==> src/rtl/sag_pkg.sv <==
// Shared definitions for the sag detector.
// Assumes: the write select is two bits wide.
package sag_pkg;
    typedef enum logic [1:0] {
        SEL_LEVEL  = 2'd0,
        SEL_CYCLES = 2'd1,
        SEL_CTRL   = 2'd2,
        SEL_SPARE  = 2'd3
    } wr_sel_e;
endpackage

==> src/rtl/sag_cfg_regs.sv <==
// Configuration registers written through a parallel port.
// Assumes: WR_W covers both LEVEL_W and COUNT_W; select code 3 writes nothing.
module sag_cfg_regs
    import sag_pkg::*;
#(
    parameter int LEVEL_W = 8,
    parameter int COUNT_W = 8,
    parameter int WR_W    = 8
) (
    input  logic               clk,
    input  logic               rst_n,
    input  logic               wr_en,
    input  logic [1:0]         wr_sel,
    input  logic [WR_W-1:0]    wr_data,
    output logic [LEVEL_W-1:0] level_q,
    output logic [COUNT_W-1:0] cycles_q,
    output logic               dis_q
);
    wr_sel_e sel;
    assign sel = wr_sel_e'(wr_sel);

    // Load the selected register on a write strobe.
    always_ff @(posedge clk) begin
        if (!rst_n) begin
            level_q  <= '0;
            cycles_q <= '0;
            dis_q    <= 1'b0;
        end else if (wr_en) begin
            case (sel)
                SEL_LEVEL:  level_q  <= wr_data[LEVEL_W-1:0];
                SEL_CYCLES: cycles_q <= wr_data[COUNT_W-1:0];
                SEL_CTRL:   dis_q    <= wr_data[0];
                default:    ;
            endcase
        end
    end
endmodule

==> src/rtl/sag_level_cmp.sv <==
// Forms the saturated magnitude of a signed sample.
// Takes the byte below the magnitude's top bit and flags the sample low when the level is strictly greater.
// Assumes: SAMPLE_W - 1 >= LEVEL_W.
module sag_level_cmp #(
    parameter int SAMPLE_W = 20,
    parameter int LEVEL_W  = 8
) (
    input  logic signed [SAMPLE_W-1:0] sample,
    input  logic [LEVEL_W-1:0]         level,
    output logic                       below
);
    localparam int TOP = SAMPLE_W - 2;
    localparam int LOW = SAMPLE_W - 1 - LEVEL_W;
    localparam logic [SAMPLE_W-1:0] MOST_NEG = {1'b1, {(SAMPLE_W-1){1'b0}}};
    localparam logic [SAMPLE_W-1:0] MOST_POS = {1'b0, {(SAMPLE_W-1){1'b1}}};

    logic [SAMPLE_W-1:0] mag;
    logic [LEVEL_W-1:0]  cmp_byte;
    logic                unused_bits;

    // Saturating absolute value; the most negative input maps to the most positive value.
    always_comb begin
        if (sample == MOST_NEG)
            mag = MOST_POS;
        else if (sample[SAMPLE_W-1])
            mag = -sample;
        else
            mag = sample;
    end

    assign cmp_byte    = mag[TOP:LOW];
    assign below       = level > cmp_byte;
    assign unused_bits = ^{mag[SAMPLE_W-1], mag[LOW-1:0]};
endmodule

==> src/rtl/sag_half_tracker.sv <==
// Tracks half-cycle peaks against the level, counts consecutive low half cycles,
// and holds the sag state, the post-reset hold and the entry pulse.
// Assumes: half_cyc is a one-cycle strobe; a sample on the strobe cycle belongs to the closing half.
module sag_half_tracker #(
    parameter int COUNT_W = 8
) (
    input  logic               clk,
    input  logic               rst_n,
    input  logic               smp_valid,
    input  logic               below,
    input  logic               half_cyc,
    input  logic [COUNT_W-1:0] cycles,
    output logic               sag_act,
    output logic               hold,
    output logic               sag_evt
);
    logic               hit;
    logic               seen_hi;
    logic               half_high;
    logic               enter;
    logic [COUNT_W-1:0] run_cnt;
    logic [COUNT_W-1:0] cnt_inc;

    assign hit       = smp_valid & ~below;
    assign half_high = seen_hi | hit;
    assign cnt_inc   = (&run_cnt) ? run_cnt : run_cnt + COUNT_W'(1);
    assign enter     = half_cyc & ~half_high & ~sag_act & (cnt_inc >= cycles);

    // Remember whether the current half cycle has reached the level.
    always_ff @(posedge clk) begin
        if (!rst_n)        seen_hi <= 1'b0;
        else if (half_cyc) seen_hi <= 1'b0;
        else if (hit)      seen_hi <= 1'b1;
    end

    // Count consecutive low half cycles, saturating; any reaching sample restarts it.
    always_ff @(posedge clk) begin
        if (!rst_n)        run_cnt <= '0;
        else if (hit)      run_cnt <= '0;
        else if (half_cyc) run_cnt <= seen_hi ? '0 : cnt_inc;
    end

    // Sag state: set at a qualifying strobe, cleared by any reaching sample.
    always_ff @(posedge clk) begin
        if (!rst_n)     sag_act <= 1'b0;
        else if (hit)   sag_act <= 1'b0;
        else if (enter) sag_act <= 1'b1;
    end

    // One pulse per sag entry.
    always_ff @(posedge clk) begin
        if (!rst_n) sag_evt <= 1'b0;
        else        sag_evt <= enter;
    end

    // Post-reset hold, released at the first strobe ending a reaching half cycle.
    always_ff @(posedge clk) begin
        if (!rst_n)                     hold <= 1'b1;
        else if (half_cyc && half_high) hold <= 1'b0;
    end

    p_evt_entry_r7: assert property (@(posedge clk) disable iff (!rst_n)
        sag_evt |-> (sag_act && !$past(sag_act)));

    p_release_r5: assert property (@(posedge clk) disable iff (!rst_n)
        (sag_act && smp_valid && !below) |=> !sag_act);

    p_enter_at_half_r4: assert property (@(posedge clk) disable iff (!rst_n)
        $rose(sag_act) |-> $past(half_cyc));

    p_count_clear_r3: assert property (@(posedge clk) disable iff (!rst_n)
        (smp_valid && !below) |=> (run_cnt == '0));

    p_hold_release_r8: assert property (@(posedge clk) disable iff (!rst_n)
        $fell(hold) |-> $past(half_cyc));
endmodule

==> src/rtl/sag_detector.sv <==
// Line voltage sag detector top level.
// Joins the configuration port, the level compare and the half-cycle tracker, and drives the active-low pin.
// Assumes: samples are signed two's complement from the filtered voltage channel.
module sag_detector #(
    parameter int SAMPLE_W = 20,
    parameter int LEVEL_W  = 8,
    parameter int COUNT_W  = 8
) (
    input  logic                       clk,
    input  logic                       rst_n,
    input  logic                       wr_en,
    input  logic [1:0]                 wr_sel,
    input  logic [((LEVEL_W > COUNT_W) ? LEVEL_W : COUNT_W)-1:0] wr_data,
    input  logic                       smp_valid,
    input  logic signed [SAMPLE_W-1:0] smp_data,
    input  logic                       half_cyc,
    output logic                       sag_n,
    output logic                       sag_evt
);
    localparam int WR_W = (LEVEL_W > COUNT_W) ? LEVEL_W : COUNT_W;

    logic [LEVEL_W-1:0] level_q;
    logic [COUNT_W-1:0] cycles_q;
    logic               dis_q;
    logic               below;
    logic               sag_act;
    logic               hold;

    sag_cfg_regs #(
        .LEVEL_W (LEVEL_W),
        .COUNT_W (COUNT_W),
        .WR_W    (WR_W)
    ) u_regs (
        .clk      (clk),
        .rst_n    (rst_n),
        .wr_en    (wr_en),
        .wr_sel   (wr_sel),
        .wr_data  (wr_data),
        .level_q  (level_q),
        .cycles_q (cycles_q),
        .dis_q    (dis_q)
    );

    sag_level_cmp #(
        .SAMPLE_W (SAMPLE_W),
        .LEVEL_W  (LEVEL_W)
    ) u_cmp (
        .sample (smp_data),
        .level  (level_q),
        .below  (below)
    );

    sag_half_tracker #(
        .COUNT_W (COUNT_W)
    ) u_track (
        .clk       (clk),
        .rst_n     (rst_n),
        .smp_valid (smp_valid),
        .below     (below),
        .half_cyc  (half_cyc),
        .cycles    (cycles_q),
        .sag_act   (sag_act),
        .hold      (hold),
        .sag_evt   (sag_evt)
    );

    // Pin is low during the post-reset hold, or for an enabled active sag.
    assign sag_n = ~(hold | (sag_act & ~dis_q));
endmodule

==> config.mk <==
export PLATFORM = sky130hd
export DESIGN_NAME = sag_detector
export DESIGN_NICKNAME = d
export VERILOG_FILES = /design/src/rtl/sag_pkg.sv /design/src/rtl/sag_cfg_regs.sv /design/src/rtl/sag_level_cmp.sv /design/src/rtl/sag_half_tracker.sv /design/src/rtl/sag_detector.sv
export SDC_FILE = /design/constraint.sdc
export NUM_CORES = 1
export LEC_CHECK = 0
export ABC_AREA = 1
export BUFFER_PORTS_ARGS = -buffer_cell sky130_fd_sc_hd__buf_2
export CORE_ASPECT_RATIO = 0.8
export CORE_MARGIN = 4
export CORE_UTILIZATION = 45
export CTS_BUF_LIST = sky130_fd_sc_hd__clkbuf_8
export DETAILED_ROUTE_END_ITERATION = 8
export PLACE_DENSITY = 0.66
export SYNTH_ARGS = -nofsm -noshare
export SYNTH_HDL_FRONTEND = slang
export SYNTH_HIERARCHICAL = 1
export SYNTH_SLANG_ARGS = --single-unit
export TNS_END_PERCENT = 10
==> constraint.sdc <==
create_clock -name clk -period 6.11 [get_ports clk]
set_input_delay 1.222 -clock clk [delete_from_list [all_inputs] [get_ports clk]]
set_output_delay 1.222 -clock clk [all_outputs]
set_load 0.05 [all_outputs]
-- After elaboration in Yosys (flattened, before gate mapping)
Cells that the tools add are included.
- register bits: 29
- bits of input ports: 35
- logic and storage cells: 40
- add/sub/neg operators: 2
- $lt $le $gt $ge: 2
- equal/unequal tests: 3
- muxes and demuxes: 4
- bitwise operators: 13
- reduce and logical (&&, ||, !) cells: 8
- operators with widths (operator ; number):
    $mux 19 ; 2
    $eq 20x20->1 const B ; 1
    $neg 19->19 ; 1
    $mux 8 ; 2
    $add 8x1->8 const B ; 1
    $ge 8x8->1 ; 1
    $gt 8x8->1 ; 1
    $reduce_and 8->1 ; 1
    $not 1->1 ; 6
    $reduce_and 2->1 ; 3
    $and 1x1->1 ; 5
    $reduce_or 2->1 ; 2
    $eq 2x1->1 const B ; 1
    $eq 2x2->1 const B ; 1
    $logic_not 2->1 ; 1
    $or 1x1->1 ; 2
    $logic_and 1x1->1 ; 1

-- Depth between registers and ports, before layout
- depth in word-level cells: 11
- gate-level depth with buffers: 19
- mapped depth without buffers: 19

-- By module
Netlist, hierarchy kept.
- by module, submodules not included (module ; instances ; cells an instance ; area each (um^2) ; seq. area each (um^2)):
    sag_half_tracker ; 1 ; 126 ; 839.6 ; 240.2
    sag_cfg_regs ; 1 ; 113 ; 769.5 ; 340.3
    sag_level_cmp ; 1 ; 112 ; 579.3 ; 0.0
    sag_detector ; 1 ; 2 ; 12.5 ; 0.0

-- Worst setup path after synthesis
No wires, ideal clock.
- path type: input -> register
- from: input port smp_data[7]
- to: register u_track.run_cnt[0]
- library setup time: 0.143 ns
- arrival time: 2.910 ns
- data required time: 5.967 ns
- path slack: 3.057 ns
- cell stages on the path: 13
- path buffers: 0
- cell sequence: nor2_2 > nand2_1 > nor2_4 > nand4_2 > nand2_1 > nor2_1 > ha_1 > a21oi_1 > o21ai_0 > nor2_1 > a21oi_1 > o21ai_1 > a21oi_1
- cells in the longest elaborated chain, start to end: 7
- elaborated cells between the ends (all ways): 8
- classes of those cells: add/sub: 1; order compare: 1; eq/ne: 1; mux: 2; bitwise: 2; reduce/logical: 1
- RTL lines (element ; line ; RTL):
    from (decl) ; sag_detector.sv:15 ; input logic signed [SAMPLE_W-1:0] smp_data,
    $neg 19->19 ; sag_level_cmp.sv:26 ; mag = -sample;
    $mux 19 ; sag_level_cmp.sv:25 ; else if (sample[SAMPLE_W-1])
    $mux 19 (*) ; sag_level_cmp.sv:23 ; if (sample == MOST_NEG)
    $gt 8x8->1 (*) ; sag_level_cmp.sv:32 ; assign below = level > cmp_byte;
    named net below ; sag_detector.sv:25 ; logic below;
    $not 1->1 (*) ; sag_half_tracker.sv:24 ; assign hit = smp_valid & ~below;
    $and 1x1->1 (*) ; sag_half_tracker.sv:24 ;
    $reduce_or 2->1 (no source line) (*) ; - ;
    to (signal assigned) ; sag_half_tracker.sv:40 ; else if (half_cyc) run_cnt <= seen_hi ? '0 : cnt_inc;
    to (decl) ; sag_half_tracker.sv:21 ; logic [COUNT_W-1:0] run_cnt;
Mark *: on every way through the listed nets, which the timed path passes. The rest lies on a longest branch.
A chain may end at the register's enable or synchronous reset.

-- Worst setup path after layout
Ends and elaborated chain as after synthesis.

==> summary.txt <==
port bufs: 36
Worst-Skew Late Latency: 0.28 ns
Static Leak: 1.29 nW
vias per cell: 4.70
area fraction of the dominant cell type after synthesis: 26.4%
initial core utilization: 47.3%
setup TNS: 0 ns
Synth Register Bits: 29
clock tree buffer depth: 2
status: finished clean
critical path class: in2reg
Total Routing Usage GR: 17.3%
pwr/cell area: 181 nW/µm²
Slew Limit Fails: 0
syn nets: 405
core box area: 4650 µm²
Relative slew margins: 52.2%
max-cap violations: 0
Area contributors post-synth: dfxtp_1 (26%), nand2_1 (16%), ha_1 (9.7%), inv_1 (9.4%), nor2_1 (9.0%)
Placed Cells: 442
CP max FO: 9
hold crit path type: reg2reg
GPL Wtd Cong: 0.787
Setup Fix Bufs, Post-CTS: 0
worst vdd ir: 0.104 mV
Netlist Area Pre-Place: 2200 µm²
Final ANT Viol Nets: 0
post-synthesis cell count: 353
die footprint: 6080 µm²
Via Count: 2111
Post-DP HPWL: 3810 µm
Setup Skew: 0.00169 ns
crit path buf inv count: 1
crit end category: register
Unique masters post-synth: 29
initial antenna violation count: 0
worst path cell trace: buf_2 > nor2_2 > nand2_1 > nor2_4 > nand4_2 > nand2_1 > nor2_1 > ha_1 > a21oi_1 > o21ai_0 > nor2_1 > a21oi_1 > o21ai_1 > a21oi_1
DRC: 0
commonest non-fill, non-tap cell in the layout: nand2_1
DIE HEIGHT: 70.6 µm
vias in the first global route: 1876
Tmin final: 3.36 ns
setup violators final: 0
CTS tree: yes
Mapped Avg Cell Area: 6.23 µm²
total gr overflow: 0
Root Driver: clkbuf_8
CTS clk-pin slew, worst paths: 0.06 ns
WP data required: 6.25 ns
largest net degree at the start of global routing: 21
slowest CP cell: o21ai_1
IO Pins: 37
Comb power frac: 20.2%
maximum level of the CTS H-tree: 2
sw frac: 29.3%
Synth area leader: dfxtp_1
clk sinks: 29
average wire per cell in the routed design: 10.7 µm
hold_buf cts: 0
power share of the sequential group: 44.8%
1st-iter DRT viols: 85
drt total wl: 4790 µm
Antenna diodes: 0
Nets: 441
drt pass-1 iters: 4
sequential area share after synthesis: 26.4%
Hold Vio Cnt, Final: 0
Switch Pwr: 0.132 mW
placed inst area: 2400 µm²
final core utilization: 53.6%
crit path DAT: 3.50 ns
Least-Margin Pin Slew: 0.711 ns
cts repair resizes: 0
most frequent cells in the layout: nand2_1 (96), inv_1 (56), nor2_1 (53), buf_2 (36), dfxtp_1 (29)
Worst path most repeated cell: a21oi_1
CP peak stage delay: 0.58 ns
global-route wire length before repair: 8380 µm
unrepaired setup endpoints after global routing: false
CP top delay family: compound AO/OA/AOI/OAI gates
startpoint class of the critical path: primary input
Clk network pwr share: 35.0%
design area: 2490 µm²
Die W: 86.2 µm
Max Clock Freq: 297 MHz
share of layout cells above drive strength 1: 17.5%
number of clock buffers inserted by TritonCTS: 5
Ys Warns: 6
post-route insts no fill: 449
area delta synth->final: 13.2%
Internal: 0.319 mW
fin crit share: 55.1%
row cnt: 22
==> per-stage QoR <==
step / power, mW / hold slack [ns] / setup slack [ns]
2_1_floorplan: 0.270 / 0.445 / 3.06
3_3_place_gp: 0.297 / 0.466 / 2.49
3_5_place_dp: 0.298 / 0.473 / 2.46
4_1_cts: 0.456 / 0.481 / 2.76
5_1_grt: 0.482 / 0.516 / 2.44
6_report: 0.451 / 0.474 / 2.75
==> synthesized netlist by cell type, drive strengths merged <==
library cell	instances
a21oi	28
and2	1
buf	7
dfxtp	29
ha	17
inv	57
nand2	102
nand3	26
nand3b	1
nand4	2
nor2	63
nor3	5
o211ai	1
o21a	2
o21ai	7
or2	3
xor2	2
==> power by group through the flow <==
| stage | Combinational [mW] | Sequential [mW] | Clock [mW] |
|---|---|---|---|
| floorplan | 0.0636 | 0.206 | 0 |
| global placement | 0.0905 | 0.206 | 0 |
| detailed placement | 0.0910 | 0.207 | 0 |
| CTS | 0.0916 | 0.202 | 0.162 |
| global route | 0.106 | 0.203 | 0.173 |
| finish | 0.0911 | 0.202 | 0.158 |
==> layer usage <==
layer / vias up / wire length (µm) / global-route usage (%)
li1: 1169 / - / -
met1: 908 / 2660 / 25.8
met2: 28 / 1820 / 23.6
met3: 6 / 245 / 5.70
met4: 0 / 60 / 4.67
met5: - / 0 / 0
==> state kept, by name (all words and copies together) (netlist names) <==
signal           flops
u_regs/level_q       8
u_track/seen_hi      1
u_track/sag_act      1
u_regs/cycles_q      8
u_track/hold         1
u_track/run_cnt      8
u_track/sag_evt      1
u_regs/dis_q         1
==> final cells by class <==
cell class | instances | area (µm²)
multi-input combinational | 260 | 1360
sequential | 29 | 581
inverter | 57 | 214
timing repair buffer | 36 | 180
clock buffer | 6 | 82.6
fill | 496 | 2160
tap | 60 | 75.1
clock inverter | 1 | 3.75
==> worst min-delay path, delay by kind of cell, from the launching register on <==
kind,cells,cell delay [ns]
DFF,1,0.31
and+or+nand+nor,1,0.05
AOI/OAI and AO/OA,1,0.07
==> final timing paths <==
path                      start                  to  slack [ns]  depth (start not counted)
max                 smp_data[7]  u_track/run_cnt[0]        2.75                         14
min reg2reg        u_track/hold        u_track/hold        0.47                          2
min                u_track/hold        u_track/hold        0.47                          2
max reg2reg  u_track/run_cnt[0]     u_track/sag_act        3.94                         15
==> cells by family (layout without fill, tap and decap cells) <==
family | after synthesis | count (layout) | synth area share, %
AOI/OAI and AO/OA | 38 | 38 | 9.49
DFF | 29 | 29 | 26.4
and+or+nand+nor | 203 | 203 | 41.6
adders and majority gates | 17 | 17 | 9.66
xor gates and xnor gates | 2 | 2 | 0.796
buffers and inverters | 64 | 100 | 12.1
Power figures use the tool's default switching activity.
